===== src/rtl/xcvr_dir_pkg.sv =====
package xcvr_dir_pkg;

    localparam int DW = 8;
    localparam int AW = 4;

    localparam logic [AW-1:0] OFS_TXSZ = 4'hC;
    localparam logic [AW-1:0] OFS_RXSZ = 4'hD;
    localparam logic [AW-1:0] OFS_MODE = 4'hE;
    localparam logic [AW-1:0] OFS_CTRL = 4'hF;

    typedef enum logic [1:0] {
        WM_FULL = 2'd0,
        WM_ECHO = 2'd1,
        WM_DTR  = 2'd2,
        WM_AUTO = 2'd3
    } wire_mode_e;

    typedef struct packed {
        wire_mode_e mode;
        logic       master;
        logic       term;
        logic       iface;   // 1 = RS-485, 0 = RS-232
    } cfg_t;

endpackage


===== src/rtl/xcvr_dir_regs.sv =====
module xcvr_dir_regs
    import xcvr_dir_pkg::*;
#(
    parameter int unsigned CAP       = 3,
    parameter int unsigned TX_DEPTH  = 128,
    parameter int unsigned RX_DEPTH  = 64,
    parameter bit          IFACE_RST = 1'b1
) (
    input  logic          clk,
    input  logic          rst_n,
    input  logic          wr_en,
    input  logic [AW-1:0] addr,
    input  logic [DW-1:0] wdata,
    output logic [DW-1:0] rdata,
    output cfg_t          cfg
);

    localparam logic [1:0]    CAP_BITS = CAP[1:0];
    localparam logic [DW-1:0] TX_BYTE  = TX_DEPTH[DW-1:0];
    localparam logic [DW-1:0] RX_BYTE  = RX_DEPTH[DW-1:0];
    localparam bit            IS_DUAL  = (CAP_BITS == 2'd3);
    localparam logic          IFACE_INIT =
        (CAP_BITS == 2'd1) ? 1'b0 :
        (CAP_BITS == 2'd3) ? IFACE_RST : 1'b1;

    cfg_t cfg_d, cfg_q;

    always_comb begin
        cfg_d = cfg_q;
        if (wr_en && addr == OFS_CTRL) begin
            cfg_d.mode   = wire_mode_e'(wdata[1:0]);
            cfg_d.master = wdata[3];
            cfg_d.term   = wdata[6];
        end
        if (wr_en && addr == OFS_MODE && IS_DUAL) begin
            cfg_d.iface = wdata[4];
        end
    end

    always_ff @(posedge clk or negedge rst_n) begin
        if (!rst_n) begin
            cfg_q <= '{mode: WM_AUTO, master: 1'b0, term: 1'b0, iface: IFACE_INIT};
        end else begin
            cfg_q <= cfg_d;
        end
    end

    always_comb begin
        rdata = '0;
        unique case (addr)
            OFS_TXSZ: rdata = TX_BYTE;
            OFS_RXSZ: rdata = RX_BYTE;
            OFS_MODE: rdata = {3'b000, cfg_q.iface, 2'b00, CAP_BITS};
            OFS_CTRL: rdata = {1'b0, cfg_q.term, 2'b00, cfg_q.master, 1'b0, cfg_q.mode};
            default:  rdata = '0;
        endcase
    end

    assign cfg = cfg_q;

    AST_IFACE_LOCKED: assert property (@(posedge clk) disable iff (!rst_n)
        !IS_DUAL |=> $stable(cfg_q.iface));

    AST_CTRL_WRITE: assert property (@(posedge clk) disable iff (!rst_n)
        (wr_en && addr == OFS_CTRL) |=> (cfg_q.master == $past(wdata[3])));

endmodule


===== src/rtl/xcvr_dir_gate.sv =====
module xcvr_dir_gate
    import xcvr_dir_pkg::*;
(
    input  logic clk,
    input  logic rst_n,
    input  cfg_t cfg,
    input  logic dtr,
    input  logic tx_busy,
    output logic tx_en,
    output logic rx_en,
    output logic term_en
);

    typedef struct packed {
        logic txe;
    } gate_st_t;

    gate_st_t st_d, st_q;
    logic     tx_want;
    logic     half_dup;

    always_comb begin
        st_d     = st_q;
        half_dup = cfg.iface && (cfg.mode == WM_DTR || cfg.mode == WM_AUTO);
        tx_want  = 1'b1;
        if (cfg.iface) begin
            unique case (cfg.mode)
                WM_FULL: tx_want = 1'b1;
                WM_ECHO: tx_want = dtr;
                WM_DTR:  tx_want = dtr;
                WM_AUTO: tx_want = tx_busy;
                default: tx_want = 1'b0;
            endcase
        end
        tx_en    = cfg.master && tx_want;
        rx_en    = cfg.master && (!half_dup || (!tx_en && !st_q.txe));
        st_d.txe = tx_en;
        term_en  = cfg.term;
    end

    always_ff @(posedge clk or negedge rst_n) begin
        if (!rst_n) begin
            st_q <= '{txe: 1'b0};
        end else begin
            st_q <= st_d;
        end
    end

    AST_MASTER_OFF: assert property (@(posedge clk) disable iff (!rst_n)
        !cfg.master |-> (!tx_en && !rx_en));

    AST_AUTO_FOLLOW: assert property (@(posedge clk) disable iff (!rst_n)
        (cfg.master && cfg.iface && cfg.mode == WM_AUTO) |-> (tx_en == tx_busy));

    AST_HALF_HOLDOFF: assert property (@(posedge clk) disable iff (!rst_n)
        (cfg.master && cfg.iface && cfg.mode == WM_DTR && $past(tx_en)) |-> !rx_en);

    AST_NO_TALK_LISTEN: assert property (@(posedge clk) disable iff (!rst_n)
        (cfg.iface && (cfg.mode == WM_DTR || cfg.mode == WM_AUTO)) |-> !(tx_en && rx_en));

    AST_RS232_OPEN: assert property (@(posedge clk) disable iff (!rst_n)
        (cfg.master && !cfg.iface) |-> (tx_en && rx_en));

endmodule


===== src/rtl/xcvr_dir_ctrl.sv =====
module xcvr_dir_ctrl
    import xcvr_dir_pkg::*;
#(
    parameter int unsigned CAP       = 3,
    parameter int unsigned TX_DEPTH  = 128,
    parameter int unsigned RX_DEPTH  = 64,
    parameter bit          IFACE_RST = 1'b1
) (
    input  logic       clk,
    input  logic       rst_n,
    input  logic       wr_en,
    input  logic [3:0] addr,
    input  logic [7:0] wdata,
    output logic [7:0] rdata,
    input  logic       dtr,
    input  logic       tx_busy,
    output logic       tx_en,
    output logic       rx_en,
    output logic       term_en
);

    cfg_t cfg;

    xcvr_dir_regs #(
        .CAP       (CAP),
        .TX_DEPTH  (TX_DEPTH),
        .RX_DEPTH  (RX_DEPTH),
        .IFACE_RST (IFACE_RST)
    ) u_regs (
        .clk   (clk),
        .rst_n (rst_n),
        .wr_en (wr_en),
        .addr  (addr),
        .wdata (wdata),
        .rdata (rdata),
        .cfg   (cfg)
    );

    xcvr_dir_gate u_gate (
        .clk     (clk),
        .rst_n   (rst_n),
        .cfg     (cfg),
        .dtr     (dtr),
        .tx_busy (tx_busy),
        .tx_en   (tx_en),
        .rx_en   (rx_en),
        .term_en (term_en)
    );

    AST_TERM_FOLLOWS: assert property (@(posedge clk) disable iff (!rst_n)
        term_en == rdata[6] || addr != 4'hF);

endmodule


===== config.mk =====
export PLATFORM = sky130hd
export DESIGN_NAME = xcvr_dir_ctrl
export DESIGN_NICKNAME = d
export VERILOG_FILES = /design/src/rtl/xcvr_dir_pkg.sv /design/src/rtl/xcvr_dir_regs.sv /design/src/rtl/xcvr_dir_gate.sv /design/src/rtl/xcvr_dir_ctrl.sv
export SDC_FILE = /design/constraint.sdc
export NUM_CORES = 1
export LEC_CHECK = 0
export BUFFER_PORTS_ARGS = -buffer_cell sky130_fd_sc_hd__buf_2
export CORE_AREA = 4 4 41 43
export CTS_BUF_LIST = sky130_fd_sc_hd__clkbuf_8
export CTS_CLUSTER_DIAMETER = 150
export DETAILED_ROUTE_END_ITERATION = 8
export DIE_AREA = 0 0 45 47
export HOLD_SLACK_MARGIN = 0.06
export PLACE_DENSITY = 0.61
export SLEW_MARGIN = 25
export SYNTH_ARGS = -nofsm -noshare
export SYNTH_HDL_FRONTEND = slang
export SYNTH_SLANG_ARGS = --single-unit

===== constraint.sdc =====
create_clock -name clk -period 4.25 [get_ports clk]
set_input_delay 0.85 -clock clk [delete_from_list [all_inputs] [get_ports clk]]
set_output_delay 0.85 -clock clk [all_outputs]
set_load 0.02 [all_outputs]

# == Word-level counts from Yosys, hierarchy flattened ==
# Cells that the tools add are included.
# op_classes
n_mux,3
eq_ne,7
reduce_logical,13
# ops
operator,count
8-bit one-hot mux with 4 select lines,1
4-bit == test (second input constant),4
1-bit logical AND,6
2-bit == test (second input constant),2
1-bit logical NOT,3
1-bit one-hot mux with 3 select lines,1
2-bit by 1-bit == test with 1-bit output (second input constant),1
2-bit logical NOT,1
1-bit logical OR,2
2-bit OR reduction,1
1-bit two-way mux,1
# word_totals
regBits,6
out_inout_bits,11
wordCells,28
in_bits,17

# == Logic depth before layout (Yosys ltp) ==
# depth
ltp_word,9
mapped_depth,5
ltp_nobuf,5

# == Modules after synthesis ==
# A second synthesis with hierarchy kept.
# hier_totals
hier_cells,43
hier_area_um2,424.2
# by_module_without_submodules
mod,cells_per_inst,seq_area_each_um2,area_each_um2,instances
xcvr_dir_regs,29,128.9,296.5,1
xcvr_dir_gate,14,25.0,127.6,1

# == Worst setup path before layout ==
# No wires, ideal clock.
# synth_timing
path_type,input-to-output
start,input tx_busy
end,output rx_en
n_path_buf,0
t_arrival_ps,1605
path_stages,3
required_time_ps,3400
setup_slack_ps,1795
path_cell_list,a22oi_1 nand3b_1 o21ai_0
# synth_via
elab_chain_len,7
# synth_rtl
element,line_no,rtl
from (decl),xcvr_dir_ctrl.sv:16,"input logic tx_busy,"
1-bit one-hot mux with 3 select lines,xcvr_dir_gate.sv:27,unique case (cfg.mode)
1-bit two-way mux,xcvr_dir_gate.sv:26,if (cfg.iface) begin
1-bit logical AND,xcvr_dir_gate.sv:35,tx_en = cfg.master && tx_want;
1-bit logical NOT,xcvr_dir_gate.sv:36,rx_en = cfg.master && (!half_dup || (!tx_en && !st_q.txe));
1-bit logical AND,xcvr_dir_gate.sv:36,
1-bit logical OR,xcvr_dir_gate.sv:36,
1-bit logical AND,xcvr_dir_gate.sv:36,
to (decl),xcvr_dir_ctrl.sv:18,"output logic rx_en,"
# Every way passes these cells.

# == Final worst setup path ==
# layout_timing
start,register u_regs.cfg_q (netlist bit u_regs.cfg[3])
end,output rx_en
# layout_via
elab_chain_len,9
word_cells_on_any_way,15
classes_between,3 x eq/ne; 2 x mux; 10 x reduce/logical
# layout_rtl
element,line_no,rtl
from (decl),xcvr_dir_regs.sv:26,"cfg_t cfg_d, cfg_q;"
from (signal assigned),xcvr_dir_regs.sv:42,"cfg_q <= '{mode: WM_AUTO, master: 1'b0, term: 1'b0, iface: IFACE_INIT};"
from (signal assigned),xcvr_dir_regs.sv:44,cfg_q <= cfg_d;
2-bit by 1-bit == test with 1-bit output or 2-bit == test (tied branches),"xcvr_dir_gate.sv:27, xcvr_dir_gate.sv:24",
2-bit OR reduction (no line),--,
1-bit one-hot mux with 3 select lines,xcvr_dir_gate.sv:27,
1-bit two-way mux,xcvr_dir_gate.sv:26,
1-bit logical AND,xcvr_dir_gate.sv:35,
1-bit logical NOT,xcvr_dir_gate.sv:36,
1-bit logical AND,xcvr_dir_gate.sv:36,
1-bit logical OR *,xcvr_dir_gate.sv:36,
1-bit logical AND *,xcvr_dir_gate.sv:36,
# Every way passes the cells marked *; elsewhere a longest branch is shown, timed or not.

==> metrics.md <==
| Metric | Value |
|---|---|
| PostCTS Resize Cnt | 0 |
| Clock sinks | 6 |
| PD cells | 429.6 nW/um^2 |
| Inst Count DP | 76 |
| Sequential cell area fraction in the yosys report | 38.44% |
| Initial DRC count | 2 |
| Sum Neg Setup Slack | 0 ns |
| Internal Power | 0.0001681 W |
| Number of warnings issued by yosys | 0 |
| Die ar. | between 2000 and 2500 um^2 |
| Nets | 86 |
| Finished Cell Area | 563.0 um^2 |
| Reg area | 153.9 um^2 |
| Multi-input combinational cell area | 224.0 um^2 |
| Largest area contributor in the netlist | dfstp_2 |
| Cell Rows | 13 |
| CTS Buffer Depth | 2 |
| Chip width | 45 um |
| Post-CTS Hold Buffers | 0 |
| Wire per inst | ~10 um |
| RSZ-0062 raised after global routing | no |
| Max-Cap Viols | 0 |
| Vias/cell | 4.288 |
| Setup WS pre-CTS | 1.820 ns |
| RePlAce Congestion | between 0.6 and 0.7 |
| Clock power frac | 35.6% |
| Core region area | 1301 um^2 |
| Final Core Density | 43.27% |
| PortBufs | 22 |
| Period utilization | between 50% and 60% |
| Static leakage | between 0.2 and 0.3 nW |
| ANT cells | 0 |
| Total global-route track usage | under 10% |
| Crit path kind | reg -> out |
| Filler cell count | 147 |
| CTS tree | built |
| CP Capture Type | output port |
| Final Max Tran Viols | 0 |
| Layout overhead on the synthesized area | 40.62% |
| Synth top cells by count | 5 x mux2_1, 4 x nand2_1 |
| Routed Wire Length | 838 um |
| Placed Instance Area | 518.0 um^2 |
| Ys flop type | dfstp_2 |
| DIE HEIGHT | approximately 47 um |
| Setup repair bufs after CTS | 0 |
| Sw Ratio | 30.50% |
| Largest net degree at the start of global routing | 8 |
| Yosys cell types | 19 |
| Initial core utilization | 30.77% |
| Num CTS Buffers | 3 |
| Maximum VDD drop | around 210 uV |
| Remaining global-route overflow | 0 |
| Clock skew | 0.003559 ns |
| Cells after synthesis | 40 |
| Top cells by area, synth | dfstp_2 20%, dfrtp_1 19%, mux2_1 14% |
| Reg power frac | 35.9% |
| DP Wirelength | 718.5 um |
| DRC viols | 0 |
| Status | finished, final reports clean |
| Gate power share | 28.4% |
| Yosys reg bits | 6 |
| Minimum clock period | 2.543 ns |
| Clk Latency, worst-skew pair | 0.22 ns |
| EDFF count, synth | 0 |
| Worst EP required | 3.40 ns |
| Initial antenna violation count | 0 |
| ANT nets after route | 0 |
| First-pass iteration count of the detailed router | 2 |
| Fin. Hold Viols | 0 |
| Final setup violation count | 0 |
| Setup WS post-layout | roughly 1.7 ns |
| P_sw | between 0.00007 and 0.00008 W |
| Synthesized area | 400.4 um^2 |
| CP Max Fanout | 3 |
| Dominant cell by count in the synthesized netlist | mux2_1 |
| Root Buffer Master | clkbuf_8 |
| WP data arrival | 1.69 ns |
| F_max | between 0.3 and 0.4 GHz |
| Hold Crit Class | in -> async |
| Async set or reset register ratio after synthesis | 100.0% |
| H-tree lvl count | 1 |
| Clk slew on worst S/H paths | 0.04 ns |
| Share of cells above drive strength 1 | between 40% and 50% |
| Synth Area per Inst | about 10 um^2 |
| Vias in the first global route | 331 |
| Vias after detailed routing | 343 |
| I/O Pins | 28 |
| First-pass GRT wire length | 1304 um |
| Cell Count, Final, Fillers Out | 80 |
| CP Launch Type | flip-flop |
| Synth top area share | 19.69% |
cells by family after synthesis:
kind of cell	after synthesis	synth area share, %
mux	5	14.06
compound gates	6	8.125
simple gates	14	22.50
other cells	1	0.9366
fa+ha+maj	3	9.376
buf+inv	5	6.561
flops	6	38.44
layout make-up:
type	instances	share of cell area (%)
inverter	3	2.000
tap	15	3.333
clock buffer	3	7.333
multi-input combinational	30	39.78
timing repair buffer	22	19.56
clock inverter	1	0.6667
sequential	6	27.33
placed cells by master, fill, tap and decap left out, drive strengths merged, types with 3 or more instances in the layout:
| cell type | n |
|---|---|
| nand2 | 4 |
| inv | 4 |
| buf | 22 |
| a21oi | 3 |
| dfrtp | 3 |
| ha | 3 |
| dfstp | 3 |
| clkbuf | 3 |
| mux2 | 5 |
flip-flops by register name, summed over array words and instances, names as in the netlist:
signal and flops:
u_regs.cfg 5, u_gate.st_q 1
path summary, 6_finish.rpt:
kind	from	endpoint	slack, ns	depth (start not counted)
setup / recovery	u_regs.cfg[3]	rx_en	1.71	6
setup reg to reg	u_regs.cfg[3]	u_gate.st_q	2.82	5
hold reg to reg	u_regs.cfg[1]	u_regs.cfg[1]	0.50	1
min in group clk	u_regs.cfg[1]	u_regs.cfg[1]	0.50	1
max in group asynchronous	rst_n	u_regs.cfg[0]	3.58	1
hold / removal	rst_n	u_regs.cfg[2]	0.44	1
critical path, stage by stage (launching register included):
cell and delay (ns):
dfstp_2 0.53, inv_1 0.07, ha_1 0.29, a22oi_1 0.14, nand3b_1 0.10, o21ai_0 0.16
buf_2 0.18
stage by stage:
stage	hold slack (ns)	total power, W
finish	0.4428	0.0002419
global route	0.4438	0.0002604
CTS	0.4392	0.0002476
detailed placement	0.5049	0.0001573
global placement	0.4966	0.0001556
floorplan	0.5182	0.0001322
power groups by stage:
| stage | Clock [W] | Sequential, W | Combinational (W) |
|---|---|---|---|
| 6_report | 0.0000862 | 0.0000869 | 0.0000688 |
| 5_1_grt | 0.0000928 | 0.0000899 | 0.0000777 |
| 4_1_cts | 0.0000899 | 0.0000874 | 0.0000703 |
| 3_5_place_dp | 0 | 0.0000878 | 0.0000695 |
| 3_3_place_gp | 0 | 0.0000872 | 0.0000684 |
| 2_1_floorplan | 0 | 0.0000873 | 0.0000450 |
metal layers:
| metal | share of wire (%) | up-vias | global-route usage (%) |
|---|---|---|---|
| li1 | - | 181 | - |
| met1 | 37 | 149 | 9.579 |
| met2 | 53 | 13 | 13.56 |
| met3 | 9.3 | 0 | 1.916 |
| met4 | 0 | 0 | 8.772 |
| met5 | 0 | - | 0 |
Note: power is estimated with default switching activity, not from simulation.
